`config.mk`:
```
export PLATFORM = sky130hd
export DESIGN_NAME = dcp_frame_loader
export DESIGN_NICKNAME = d
export VERILOG_FILES = /design/src/rtl/dcp_loader_pkg.sv /design/src/rtl/dcp_stage_counter.sv /design/src/rtl/dcp_frame_sreg.sv /design/src/rtl/dcp_frame_loader.sv
export SDC_FILE = /design/constraint.sdc
export NUM_CORES = 1
export LEC_CHECK = 0
export BUFFER_PORTS_ARGS = -buffer_cell sky130_fd_sc_hd__buf_2
export CAP_MARGIN = 40
export CORE_ASPECT_RATIO = 1.1
export CORE_UTILIZATION = 54
export CTS_BUF_LIST = sky130_fd_sc_hd__clkbuf_8
export DETAILED_ROUTE_END_ITERATION = 8
export GPL_ROUTABILITY_DRIVEN = 0
export GPL_TIMING_DRIVEN = 0
export PLACE_DENSITY_LB_ADDON = 0.05
export SYNTH_ARGS = -nofsm -noshare
export SYNTH_HDL_FRONTEND = slang
export SYNTH_HIERARCHICAL = 1
export SYNTH_SLANG_ARGS = --single-unit
export TNS_END_PERCENT = 50
```
`constraint.sdc`:
```
create_clock -name clk -period 2.1 [get_ports clk]
set_input_delay 0.42 -clock clk [delete_from_list [all_inputs] [get_ports clk]]
set_output_delay 0.42 -clock clk [all_outputs]
set_load 0.03 [all_outputs]
```
`src/rtl/dcp_loader_pkg.sv`:
```
// Package: shared constants for the frame loader.
// Assumes frame = command byte then data byte.
package dcp_loader_pkg;
    localparam int CMD_W      = 8;
    localparam logic [CMD_W-1:0] CMD_WRITE = 8'h11;
    localparam int STAGE_W    = 4;
    localparam int N_STAGES   = 2;
endpackage

```
`src/rtl/dcp_stage_counter.sv`:
```
// Module: one loadable down-counting stage of the cascaded counter.
// Decrements (wrapping) when dec is high, load has priority.
// Flags its terminal count when it holds zero.
module dcp_stage_counter #(
    parameter int W = 4
) (
    input  logic         clk,
    input  logic         rst_n,
    input  logic         load,
    input  logic [W-1:0] load_val,
    input  logic         dec,
    output logic [W-1:0] q,
    output logic         tc
);
    // Stage register: clear, preset or step down.
    always_ff @(posedge clk) begin
        if (!rst_n)     q <= '0;
        else if (load)  q <= load_val;
        else if (dec)   q <= q - W'(1);
    end

    // Terminal count when the stage is empty.
    assign tc = (q == '0);

    assert_dec_R10: assert property (@(posedge clk) disable iff (!rst_n)
        (dec && !load) |=> (q == $past(q) - W'(1)));
    assert_hold_R10: assert property (@(posedge clk) disable iff (!rst_n)
        (!dec && !load) |=> $stable(q));
endmodule

```
`src/rtl/dcp_frame_sreg.sv`:
```
// Module: parallel-in serial-out frame register.
// The frame is captured on load. On each tick the top bit moves to
// mosi and the register shifts left, so bits leave MSB first.
module dcp_frame_sreg #(
    parameter int FRAME_W = 16
) (
    input  logic               clk,
    input  logic               rst_n,
    input  logic               load,
    input  logic [FRAME_W-1:0] frame,
    input  logic               tick,
    output logic               mosi
);
    logic [FRAME_W-1:0] sreg;

    // Capture or shift the frame; present the outgoing bit on mosi.
    always_ff @(posedge clk) begin
        if (!rst_n) begin
            sreg <= '0;
            mosi <= 1'b0;
        end else if (load) begin
            sreg <= frame;
            mosi <= 1'b0;
        end else if (tick) begin
            mosi <= sreg[FRAME_W-1];
            sreg <= {sreg[FRAME_W-2:0], 1'b0};
        end
    end
endmodule

```
`src/rtl/dcp_frame_loader.sv`:
```
// Module: top of the frame loader.
// A load preset the counter to twice the frame length. A start sets the
// run flag, which drives cs_n low and lets the cascaded counter step
// down. The counter LSB is the shift clock and sck is its inverse. The
// all-zero terminal count clears the flag and pulses done.
// Assumes load and start are single-cycle, synchronous strobes.
module dcp_frame_loader
    import dcp_loader_pkg::*;
#(
    parameter int DATA_W = 8
) (
    input  logic              clk,
    input  logic              rst_n,
    input  logic              load,
    input  logic [DATA_W-1:0] tap_val,
    input  logic              start,
    output logic              cs_n,
    output logic              sck,
    output logic              mosi,
    output logic              done
);
    localparam int FRAME_W = CMD_W + DATA_W;
    localparam int CNT_W   = STAGE_W * N_STAGES;
    localparam logic [CNT_W-1:0] PRESET = CNT_W'(2 * FRAME_W);

    logic                run;
    logic                ld_ok;
    logic                st_ok;
    logic                all_tc;
    logic                step;
    logic [N_STAGES-1:0] tc;
    logic [N_STAGES-1:0] sdec;
    logic [STAGE_W-1:0]  cq [N_STAGES];

    // Accept strobes only while no frame is active.
    assign ld_ok  = load && !run;
    assign all_tc = &tc;
    assign st_ok  = start && !run && !ld_ok && !all_tc;
    assign step   = run && !all_tc;

    // Ripple enable: a stage steps only when all lower stages are empty.
    always_comb begin
        for (int i = 0; i < N_STAGES; i++) begin
            sdec[i] = step;
            for (int j = 0; j < i; j++) sdec[i] = sdec[i] && tc[j];
        end
    end

    for (genvar g = 0; g < N_STAGES; g++) begin : g_stage
        dcp_stage_counter #(.W(STAGE_W)) i_stage (
            .clk      (clk),
            .rst_n    (rst_n),
            .load     (ld_ok),
            .load_val (PRESET[g*STAGE_W +: STAGE_W]),
            .dec      (sdec[g]),
            .q        (cq[g]),
            .tc       (tc[g])
        );
    end

    // Run flag: set by an accepted start, cleared at terminal count.
    always_ff @(posedge clk) begin
        if (!rst_n) begin
            run  <= 1'b0;
            done <= 1'b0;
        end else begin
            done <= run && all_tc;
            if (run && all_tc) run <= 1'b0;
            else if (st_ok)    run <= 1'b1;
        end
    end

    // Shift on each rising step of the counter LSB (even to odd).
    dcp_frame_sreg #(.FRAME_W(FRAME_W)) i_sreg (
        .clk   (clk),
        .rst_n (rst_n),
        .load  (ld_ok),
        .frame ({CMD_WRITE, tap_val}),
        .tick  (step && !cq[0][0]),
        .mosi  (mosi)
    );

    assign cs_n = !run;
    assign sck  = run ? !cq[0][0] : 1'b1;

    assert_sck_idle_R1: assert property (@(posedge clk) disable iff (!rst_n)
        cs_n |-> sck);
    assert_mosi_stable_R5: assert property (@(posedge clk) disable iff (!rst_n)
        $rose(sck) |-> $stable(mosi));
    assert_done_edge_R6: assert property (@(posedge clk) disable iff (!rst_n)
        done |-> (cs_n && $past(!cs_n)));
    assert_done_single_R6: assert property (@(posedge clk) disable iff (!rst_n)
        done |=> !done);
    assert_hold_low_R7: assert property (@(posedge clk) disable iff (!rst_n)
        (!cs_n && !all_tc) |=> !cs_n);
    if (N_STAGES > 1) begin : g_casc
        assert_upper_hold_R10: assert property (@(posedge clk) disable iff (!rst_n)
            (!ld_ok && !tc[0]) |=> $stable(cq[1]));
    end
endmodule

```
==> results of run 1 <==
-- metrics by stage --
step	std cells	area, sq um	utilization, %
3_5_place_dp	200	1580	63.8
3_3_place_gp	200	1580	63.8
6_report	204	1650	66.9
5_1_grt	204	1650	66.9
2_1_floorplan	154	1460	-
4_1_cts	205	1640	66.3
-- power groups by stage --
stage / combinational (uW) / sequential, uW / clock, uW
after global routing: 300 / 609 / 333
final: 266 / 603 / 295
after global placement: 247 / 608 / 0
after detailed placement: 259 / 611 / 0
after floorplan: 208 / 603 / 0
after CTS: 265 / 601 / 307
-- worst max-delay path, cell delays in order (launching register included) --
cell and delay (ns):
dfxtp_4 0.38, inv_1 0.05, ha_1 0.21, nor3b_4 0.18, a21boi_2 0.18, and2b_1 0.17, buf_8 0.18, mux2_2 0.35
o211a_1 0.21
-- cell families after synthesis --
group / after synthesis
AOI/OAI and AO/OA: 32
xor gates and xnor gates: 6
adders and majority gates: 2
buffers and inverters: 15
DFF: 27
muxes: 16
other: 2
and+or+nand+nor: 40
-- cell type report --
type / count / area [sq um]
plain buffers: 6 / 36.3
multi-input cells: 112 / 867
fillers: 210 / 818
clock inverters: 1 / 7.51
clock buffers: 3 / 41.3
flip-flops and latches: 27 / 551
repair buffers: 16 / 82.6
inverters: 8 / 30.0
well taps: 31 / 38.8
-- per-layer routing --
layer  wire length, um  global-route usage, %  vias to the layer above  part of all wire (%)
met1              1070                   22.8                      486                    44
li1                  -                      -                      538                     -
met5                 0                      0                        -                     0
met2              1270                   35.4                       14                    52
met4                37                   9.52                        0                   1.5
met3                46                   2.48                        4                   1.9
-- worst max-delay path by stage --
stage	from	slack [ns]	end
CTS	g_stage[0].i_stage/q[0]	0.001	i_sreg/sreg[3]
detailed placement	g_stage[0].i_stage/q[0]	-0.20	i_sreg/sreg[10]
finish	g_stage[1].i_stage/q[0]	0.09	i_sreg/sreg[12]
floorplan	g_stage[1].i_stage/q[0]	0.02	i_sreg/sreg[10]
global route	g_stage[1].i_stage/q[0]	-0.007	i_sreg/sreg[3]
global placement	g_stage[0].i_stage/q[0]	-0.14	i_sreg/sreg[6]
-- cells in the final DEF (no fill, tap or decap) --
master	netlist	routed
buf_4	0	1
o21ai_0	6	6
nor3b_4	0	2
nor2b_2	0	1
buf_2	2	17
dfxtp_1	27	23
nor2_1	2	2
nor3b_1	3	1
nand2b_1	16	16
mux2_2	15	15
dfxtp_4	0	2
clkbuf_8	0	3
ha_1	2	2
o211a_1	15	15
conb_1	2	16
dfxtp_2	0	2
or3b_1	1	1
a21boi_2	1	2
buf_8	1	1
a21boi_0	2	2
and2b_1	1	1
xor2_1	2	2
and2_1	2	2
xnor2_1	4	4
a221oi_2	1	1
nor4b_4	2	2
clkbuf_1	3	3
inv_1	8	8
nand2_1	12	12
a21oi_1	4	4
clkinvlp_4	0	1
mux2i_1	1	1
o211ai_1	2	2
-- flip-flops by register name, summed over array words and instances, names as in the netlist --
signal	count
run	1
i_sreg/sreg	16
i_sreg/mosi	1
done	1
g_stage.i_stage/q	8
-- timing repair --
item	4_1_cts	5_1_grt
endpoints found under the hold margin	0	0
pin swaps	1	2
setup endpoints to repair	18	9
buffers inserted	1	0
resized for setup	3	8
==> results.yml, run 1 <==
critical_path:
  critPathMaxFanout: 17
  worstSetupStartpointType: "flop"
  critical_path_required_ns: 2.27
  worst_r2r_path_depth: 8
  path_class: "flop to flop"
  regToRegStartpoint: "g_stage[1].i_stage/q[0]"
  r2r-end: "i_sreg/sreg[12]"
  worst_ep_arrival_time_ns: 2.18
  r2r_setup_slack_ns: 0.09
  endpoint_kind_of_the_worst_setup_timing_path: "flop"
timing:
  maxSlewHeadroom_pct: 65.4
  worst_slack_ns: 0.0942
  worst_clock_skew_ns: 0.00524
  fin_hold_ws_ns: 0.408
  tns_ns: 0
  fin_crit_ns: 2.01
  timing_hold_violations_final: 0
  tightest_slew_ns: 0.517
  period_share_pct: 95.5
  slew_violations: 0
  max_freq_ghz: 0.499
  setup-violations-final: 0
logic_synthesis:
  synth-edff-count: 0
  synth-seq-cells: 27
  synthesized_area_per_cell_sq_um: 10.0
  synthDistinctLibCells: 29
  dominant_combinational_cell_family_by_area_after_synthesis: "compound AO/OA/AOI/OAI gates"
  synth_top_area_cell: "dfxtp_1"
  yosysWarningCount: 6
  synthMuxAreaShare_pct: 12.7
  synthesis.instances: 140
  yosysSeqAreaShare_pct: 38.5
  synth_top_area_share_pct: 38.5
  ys_async_sr_fraction_pct: 0
  fraction_of_the_mapped_netlist_area_in_simple_logic_gates_pct: 18.4
  mapped_cell_area_sq_um: 1400
  commonest_cells_in_the_netlist: "27 x dfxtp_1, 16 x nand2b_1, 15 x mux2_2, 15 x o211a_1, 12 x nand2_1"
  synthXorXnorAreaFrac_pct: 3.74
  most_frequent_cell_after_synthesis: "dfxtp_1"
  yosys.area_share.adder_pct: 1.78
  synth_top_flop_cell: "dfxtp_1"
  synth-compound-area-share_pct: 18.8
  synth.area.top_cells: "dfxtp_1 39%, mux2_2 12%, o211a_1 11%"
power_and_ir_drop:
  share_seq_of_total_power_pct: 51.8
  design_power_total_uw: 1160
  power_frac_clock_pct: 25.3
  power-per-cell-area_nw_per_um2: 704
  p_switching_uw: 325
  p_comb_share_pct: 22.9
  vdd_drop_max_mv: 0.523
  netSwitchingFraction_pct: 27.9
  total_leakage_power_uw: 0.000791
  internal_power_uw: 840
die:
  std_cell_core_area_sq_um: 2470
  rows: 19
  num_io_pins: 16
  floorplan.die.width_um: 50.6
  design.die.area_sq_um: 2810
  initial_core_util_pct: 56.8
  die_height_um: 55.5
global_route:
  grt_overflow_total: 0
  vias_in_the_first_global_route: 1022
  grt_antenna_before_repair: 0
  grt_first_pass_wirelength_um: 4260
  largest_net_degree_at_the_start_of_global_routing: 17
  globalRouteTotalUtil_pct: 19.9
clock_tree:
  cts_max_path_buffers: 2
  clock_insertion_delay_worst_skew_ns: 0.27
  cts_tree: "yes"
  numCtsBuffers: 3
  cts_sinks: 27
  ctsHoldBuffers: 0
  clkSlewWorstSetupHoldPaths_ns: 0.09
  clock_tree.root_cell: "clkbuf_8"
  cts_max_level: 1
route:
  post_drt_wl_per_cell_um: 11.9
  avgViaCountPerCell: 5.11
  routed_wl_um: 2420
  remaining_drc_errors: 0
  dr.first_iter.drc_count: 16
  drtPass1Iterations: 4
  route.vias.total: 1042
  postRouteAntennaNets: 0
placed_design:
  place_hpwl_um: 1770
  pre_cts_ws_ns: -0.199
  buffer_ports.inserted: 15
run:
  timing.max_cap.violations: 0
run_status:
  run_status: "complete, no violations"
final_layout:
  post_route_cells_drive_above_1_share_pct: 28.9
  syn2layout_area_growth_pct: 17.8
  nNetsFinal: 188
  diodes: 0
hold_path:
  worstHoldStart: "tap_val[0]"
  timing.hold.worst_path_depth: 3
  hold_crit_path_type: "input pin to flop"
  min_delay_worst_endpoint: "i_sreg/sreg[0]"
(Power assumes the default switching activity.)
==> inputs of run 2 (changes only) <==
--- a/config.mk
+++ b/config.mk
@@ -8,10 +8,9 @@
 export BUFFER_PORTS_ARGS = -buffer_cell sky130_fd_sc_hd__buf_2
 export CAP_MARGIN = 40
 export CORE_ASPECT_RATIO = 1.1
-export CORE_UTILIZATION = 54
+export CORE_UTILIZATION = 50
 export CTS_BUF_LIST = sky130_fd_sc_hd__clkbuf_8
 export DETAILED_ROUTE_END_ITERATION = 8
-export GPL_ROUTABILITY_DRIVEN = 0
 export GPL_TIMING_DRIVEN = 0
 export PLACE_DENSITY_LB_ADDON = 0.05
 export SYNTH_ARGS = -nofsm -noshare
==> results.yml, run 2 (synthesis gave the netlist of run 1 again) <==
global_route:
  grt_overflow_total: 0
  largest_net_degree_at_the_start_of_global_routing: 15
  grt_first_pass_wirelength_um: 4460
  vias_in_the_first_global_route: 1049
  globalRouteTotalUtil_pct: 19.9
  grt_antenna_before_repair: 0
die:
  die_height_um: 57.6
  rows: 19
  initial_core_util_pct: 54.2
  floorplan.die.width_um: 52.5
  design.die.area_sq_um: 3020
  std_cell_core_area_sq_um: 2590
  num_io_pins: 16
final_layout:
  syn2layout_area_growth_pct: 21.0
  ff_latch_area_sq_um: 553
  diodes: 0
  largest_register_ffs: 16
  biggestRegsByFlops: "i_sreg/sreg: 16 flops, g_stage.i_stage/q: 8 flops"
  layout_commonest_cell: "dfxtp_1"
  post_route_cells_drive_above_1_share_pct: 30.6
  largest_register: "i_sreg/sreg"
  layout_common_cells: "23 x dfxtp_1, 17 x buf_2, 16 x nand2b_1, 16 x conb_1"
  nNetsFinal: 195
  postLayoutCoreUtil_pct: 65.6
  area_occupied_by_multi_input_gates_sq_um: 857
  fillCellCount: 229
timing:
  fin_crit_ns: 2.01
  setup-violations-final: 0
  max_freq_ghz: 0.498
  period_share_pct: 95.5
  maxSlewHeadroom_pct: 64.9
  worst_clock_skew_ns: 0.00449
  tightest_slew_ns: 0.524
  slew_violations: 0
  timing_hold_violations_final: 0
run_status:
  run_status: "complete, no violations"
placed_design:
  place.gp.congestion: 0.666
  buffer_ports.inserted: 15
  place_hpwl_um: 1830
hold_path:
  hold_crit_path_type: "input pin to flop"
clock_tree:
  cts_tree: "yes"
  cts_max_path_buffers: 2
  cts_max_level: 1
  clock_tree.root_cell: "clkbuf_8"
  cts_sinks: 27
  clock_insertion_delay_worst_skew_ns: 0.27
  clkSlewWorstSetupHoldPaths_ns: 0.09
  numCtsBuffers: 3
route:
  postRouteAntennaNets: 0
  post_drt_wl_per_cell_um: 12.3
  dr.first_iter.drc_count: 23
  routed_wl_um: 2600
  avgViaCountPerCell: 5.02
  remaining_drc_errors: 0
  route.vias.total: 1060
  drtPass1Iterations: 4
critical_path:
  crit_path_max_delay_family: "compound AO/OA/AOI/OAI gates"
  worstSetupStartpointType: "flop"
  path_cells: "inv_1 > ha_1 > nor3b_4 > a21boi_2 > and2b_1 > buf_6 > buf_8 > mux2_2 > o211a_1"
  cpMaxStageDelayCell: "dfxtp_4"
  worst_ep_arrival_time_ns: 2.17
  endpoint_kind_of_the_worst_setup_timing_path: "flop"
  critPathMaxFanout: 10
  critical_path_required_ns: 2.27
  r2r_setup_slack_ns: 0.09
  worstPathBufferInverterCount: 3
  cpPeakStageDelay_ns: 0.36
  path_class: "flop to flop"
power_and_ir_drop:
  total_leakage_power_uw: 0.000832
  design_power_total_uw: 1170
  power-per-cell-area_nw_per_um2: 688
  vdd_drop_max_mv: 0.456
run:
  timing.max_cap.violations: 0
-- run 2: area by class of cell --
type	count	share of cell area, %
buffer	7	2.80
clock buffer	3	2.43
clock inverter	1	0.221
inverter	8	1.77
multi-input combinational	112	50.4
sequential	27	32.5
tap	31	2.28
timing repair buffer	22	7.51
-- run 2: timing repair --
item	4_1_cts	5_1_grt
endpoints found under the setup margin	18	9
setup buffers	2	5
gates resized for setup	6	3
pin swaps	1	1
hold buffers	0	0
-- run 2: layer usage --
| metal | track usage, % | wire [um] | vias to the layer above |
|---|---|---|---|
| li1 | - | - | 547 |
| met1 | 21.1 | 1140 | 498 |
| met2 | 38.2 | 1390 | 13 |
| met3 | 2.40 | 50 | 2 |
| met4 | 7.89 | 15 | 0 |
| met5 | 0 | 0 | - |
-- run 2: path summary, 6_finish.rpt --
| check | from | end | cells after the start |
|---|---|---|---|
| worst max-delay path | g_stage[1].i_stage/q[0] | i_sreg/sreg[10] | 9 |
| worst min-delay path | tap_val[0] | i_sreg/sreg[0] | 3 |
| worst max register to register | g_stage[1].i_stage/q[0] | i_sreg/sreg[10] | 9 |
| worst min register to register | run | done | 2 |
-- run 2: per-stage QoR --
stage	hold WS [ns]	worst slack (ns)	instance area [sq um]	std cells	TNS (ns)
2_1_floorplan	0.471	0.0177	1460	154	0
3_3_place_gp	0.491	-0.142	1580	200	-1.26
3_5_place_dp	0.507	-0.224	1580	200	-2.05
4_1_cts	0.388	0.00230	1650	206	0
5_1_grt	0.392	-0.0123	1700	211	-0.0123
6_report	0.394	0.0939	1700	211	0
-- run 2: worst min-delay path, stage by stage --
cell	delay, ns
buf_2	0.10
nand2_1	0.05
a21boi_1	0.05
-- run 2: power by group --
part           switching, uW  internal, uW
Combinational            134           155
Clock                    154           131
Sequential              34.1           562
==> inputs of run 3 (changes only) <==
--- a/config.mk
+++ b/config.mk
@@ -5,6 +5,7 @@
 export SDC_FILE = /design/constraint.sdc
 export NUM_CORES = 1
 export LEC_CHECK = 0
+export ABC_AREA = 1
 export BUFFER_PORTS_ARGS = -buffer_cell sky130_fd_sc_hd__buf_2
 export CAP_MARGIN = 40
 export CORE_ASPECT_RATIO = 1.1
==> results.yml, run 3 <==
logic_synthesis:
  synth-edff-count: 0
  synth-seq-cells: 27
  synthesized_area_per_cell_sq_um: 6.53
  synth_top_area_share_pct: 36.6
  mapped_cell_area_sq_um: 1480
  synth.area.top_cells: "dfxtp_1 37%, nand2_1 18%, nand3_1 11%"
  synthesis.instances: 226
  synth_top_flop_cell: "dfxtp_1"
  ys_async_sr_fraction_pct: 0
  synthDistinctLibCells: 24
  synth_top_area_cell: "dfxtp_1"
  commonest_cells_in_the_netlist: "71 x nand2_1, 37 x inv_1, 33 x nand3_1, 27 x dfxtp_1, 11 x nor2_1"
  yosysSeqAreaShare_pct: 36.6
  yosysWarningCount: 6
  most_frequent_cell_after_synthesis: "nand2_1"
critical_path:
  critPathMaxFanout: 10
  endpoint_kind_of_the_worst_setup_timing_path: "flop"
  r2r-end: "i_sreg/sreg[6]"
  worst_r2r_path_depth: 13
  regToRegStartpoint: "g_stage[0].i_stage/q[0]"
  critical_path_required_ns: 2.27
  worst_ep_arrival_time_ns: 2.07
  path_class: "flop to flop"
  worstSetupStartpointType: "flop"
  r2r_setup_slack_ns: 0.20
die:
  die_height_um: 59.0
  std_cell_core_area_sq_um: 2780
  design.die.area_sq_um: 3170
  rows: 20
  initial_core_util_pct: 53.1
  num_io_pins: 16
  floorplan.die.width_um: 53.8
clock_tree:
  cts_tree: "yes"
  clkSlewWorstSetupHoldPaths_ns: 0.09
  numCtsBuffers: 3
  cts_sinks: 27
  cts_max_level: 1
  ctsHoldBuffers: 0
  clock_insertion_delay_worst_skew_ns: 0.27
  cts_max_path_buffers: 2
  clock_tree.root_cell: "clkbuf_8"
final_layout:
  post_layout_nonfiller_instances: 293
  post_route_cells_drive_above_1_share_pct: 15.8
  layout_commonest_cell: "nand2_1"
  layout_common_cells: "71 x nand2_1, 37 x inv_1, 33 x nand3_1, 27 x dfxtp_1"
  diodes: 0
  nNetsFinal: 275
  largest_register: "i_sreg/sreg"
  biggestRegsByFlops: "i_sreg/sreg: 16 flops, g_stage.i_stage/q: 8 flops"
  fillCellCount: 293
  syn2layout_area_growth_pct: 15.4
  largest_register_ffs: 16
global_route:
  largest_net_degree_at_the_start_of_global_routing: 16
  globalRouteTotalUtil_pct: 18.5
  grt_first_pass_wirelength_um: 4330
  vias_in_the_first_global_route: 1096
  grt_antenna_before_repair: 0
  grt_overflow_total: 0
timing:
  max_freq_ghz: 0.526
  setup_repair_after_global_routing_missed_its_margin: "false"
  timing_hold_violations_final: 0
  setup-violations-final: 0
  worst_clock_skew_ns: 0.00649
  period_share_pct: 90.5
  slew_violations: 0
  fin_hold_ws_ns: 0.387
  worst_slack_ns: 0.199
  fin_crit_ns: 1.90
route:
  remaining_drc_errors: 0
  avgViaCountPerCell: 4.54
  post_drt_wl_per_cell_um: 8.87
  route.vias.total: 1330
  drtPass1Iterations: 4
  dr.first_iter.drc_count: 37
  routed_wl_um: 2600
  postRouteAntennaNets: 0
power_and_ir_drop:
  vdd_drop_max_mv: 0.413
  total_leakage_power_uw: 0.000950
  power-per-cell-area_nw_per_um2: 667
run:
  timing.max_cap.violations: 0
hold_path:
  hold_crit_path_type: "input pin to flop"
  worstHoldStart: "start"
  min_delay_worst_endpoint: "run"
  timing.hold.worst_path_depth: 3
placed_design:
  place_inst: 289
  place_hpwl_um: 1880
  buffer_ports.inserted: 15
  pre_cts_ws_ns: 0.166
  place.gp.congestion: 0.773
run_status:
  run_status: "complete, no violations"
==> run 3: changes by cell type in the layout (fill, tap and decap cells not counted), moves of 8 or more <==
cell,change
nor2_1,+9
nand3_1,+33
inv_1,+28
o21ai_1,+8
nand2b_1,-16
o211a_1,-15
nand2_1,+59
mux2_2,-15
==> run 3: cell families (layout without fill, tap and decap cells) <==
kind of cell             Yosys count  after routing  synth area share (%)
AND/OR/NAND/NOR                  127            127                  37.9
buffers and inverters             50             70                  15.8
flip-flops                        27             27                  36.6
AO/OA/AOI/OAI                     16             16                  6.28
adder cells (fa/ha/maj)            2              2                  1.70
other                              2             16                 0.509
XOR/XNOR                           2              2                  1.19
==> run 3: repair_timing <==
action / CTS / global route
setup endpoints to repair: 0 / 9
setup buffers: 0 / 0
gates resized for setup: 0 / 1
==> run 3: final cells by class <==
type	instances	area [sq um]	share of cell area [%]
plain buffers	8	72.6	4.26
multi-input cells	163	759	44.6
clock buffers	3	41.3	2.42
repair buffers	16	82.6	4.85
flip-flops and latches	27	541	31.7
well taps	33	41.3	2.42
inverters	42	160	9.40
clock inverters	1	5.00	0.294
==> run 3: worst max-delay path, cell delays in order (launching register included) <==
cell and delay (ns):
dfxtp_1 0.42, inv_1 0.08, ha_1 0.22, nor3b_2 0.17, nand2_1 0.12, nand2_1 0.08
nor2_1 0.12, buf_6 0.17, nor2_8 0.06, buf_8 0.14, nand2_1 0.06, nand3_1 0.07
nand2_1 0.07, inv_1 0.04
==> run 3: per-layer routing <==
layer | vias up | GRT usage (%) | routed length [um]
li1 | 744 | - | -
met1 | 554 | 23.5 | 1290
met2 | 27 | 30.3 | 1180
met3 | 5 | 2.31 | 72
met4 | 0 | 9.02 | 47
met5 | - | 0 | 0
==> run 3: report_power, final <==
part | total (uW) | switching (uW) | internal [uW] | leakage [uW]
clock network | 287 | 154 | 133 | 0.0000255
logic | 269 | 160 | 109 | 0.000703
registers | 580 | 28.1 | 552 | 0.000222
total | 1140 | 343 | 794 | 0.000950
==> run 3: how the worst max path moves through the flow <==
| stage | from | end | slack [ns] |
|---|---|---|---|
| detailed placement | g_stage[0].i_stage/q[0] | i_sreg/sreg[3] | 0.17 |
| global placement | load | i_sreg/sreg[3] | -0.05 |
| CTS | g_stage[0].i_stage/q[0] | i_sreg/sreg[3] | 0.13 |
| floorplan | load | i_sreg/sreg[5] | 0.33 |
| global route | g_stage[0].i_stage/q[0] | i_sreg/sreg[8] | 0.03 |
| finish | g_stage[0].i_stage/q[0] | i_sreg/sreg[6] | 0.20 |
==> run 3: per-stage QoR <==
step                      total power, uW  setup TNS, ns  instance area (sq um)  utilization [%]
final                                1140              0                   1700             61.3
after global routing                 1220              0                   1700             61.3
after CTS                            1160              0                   1700             61.1
after detailed placement              861              0                   1650             59.5
after global placement                856         -0.410                   1640             59.2
after floorplan                       801              0                   1530                -
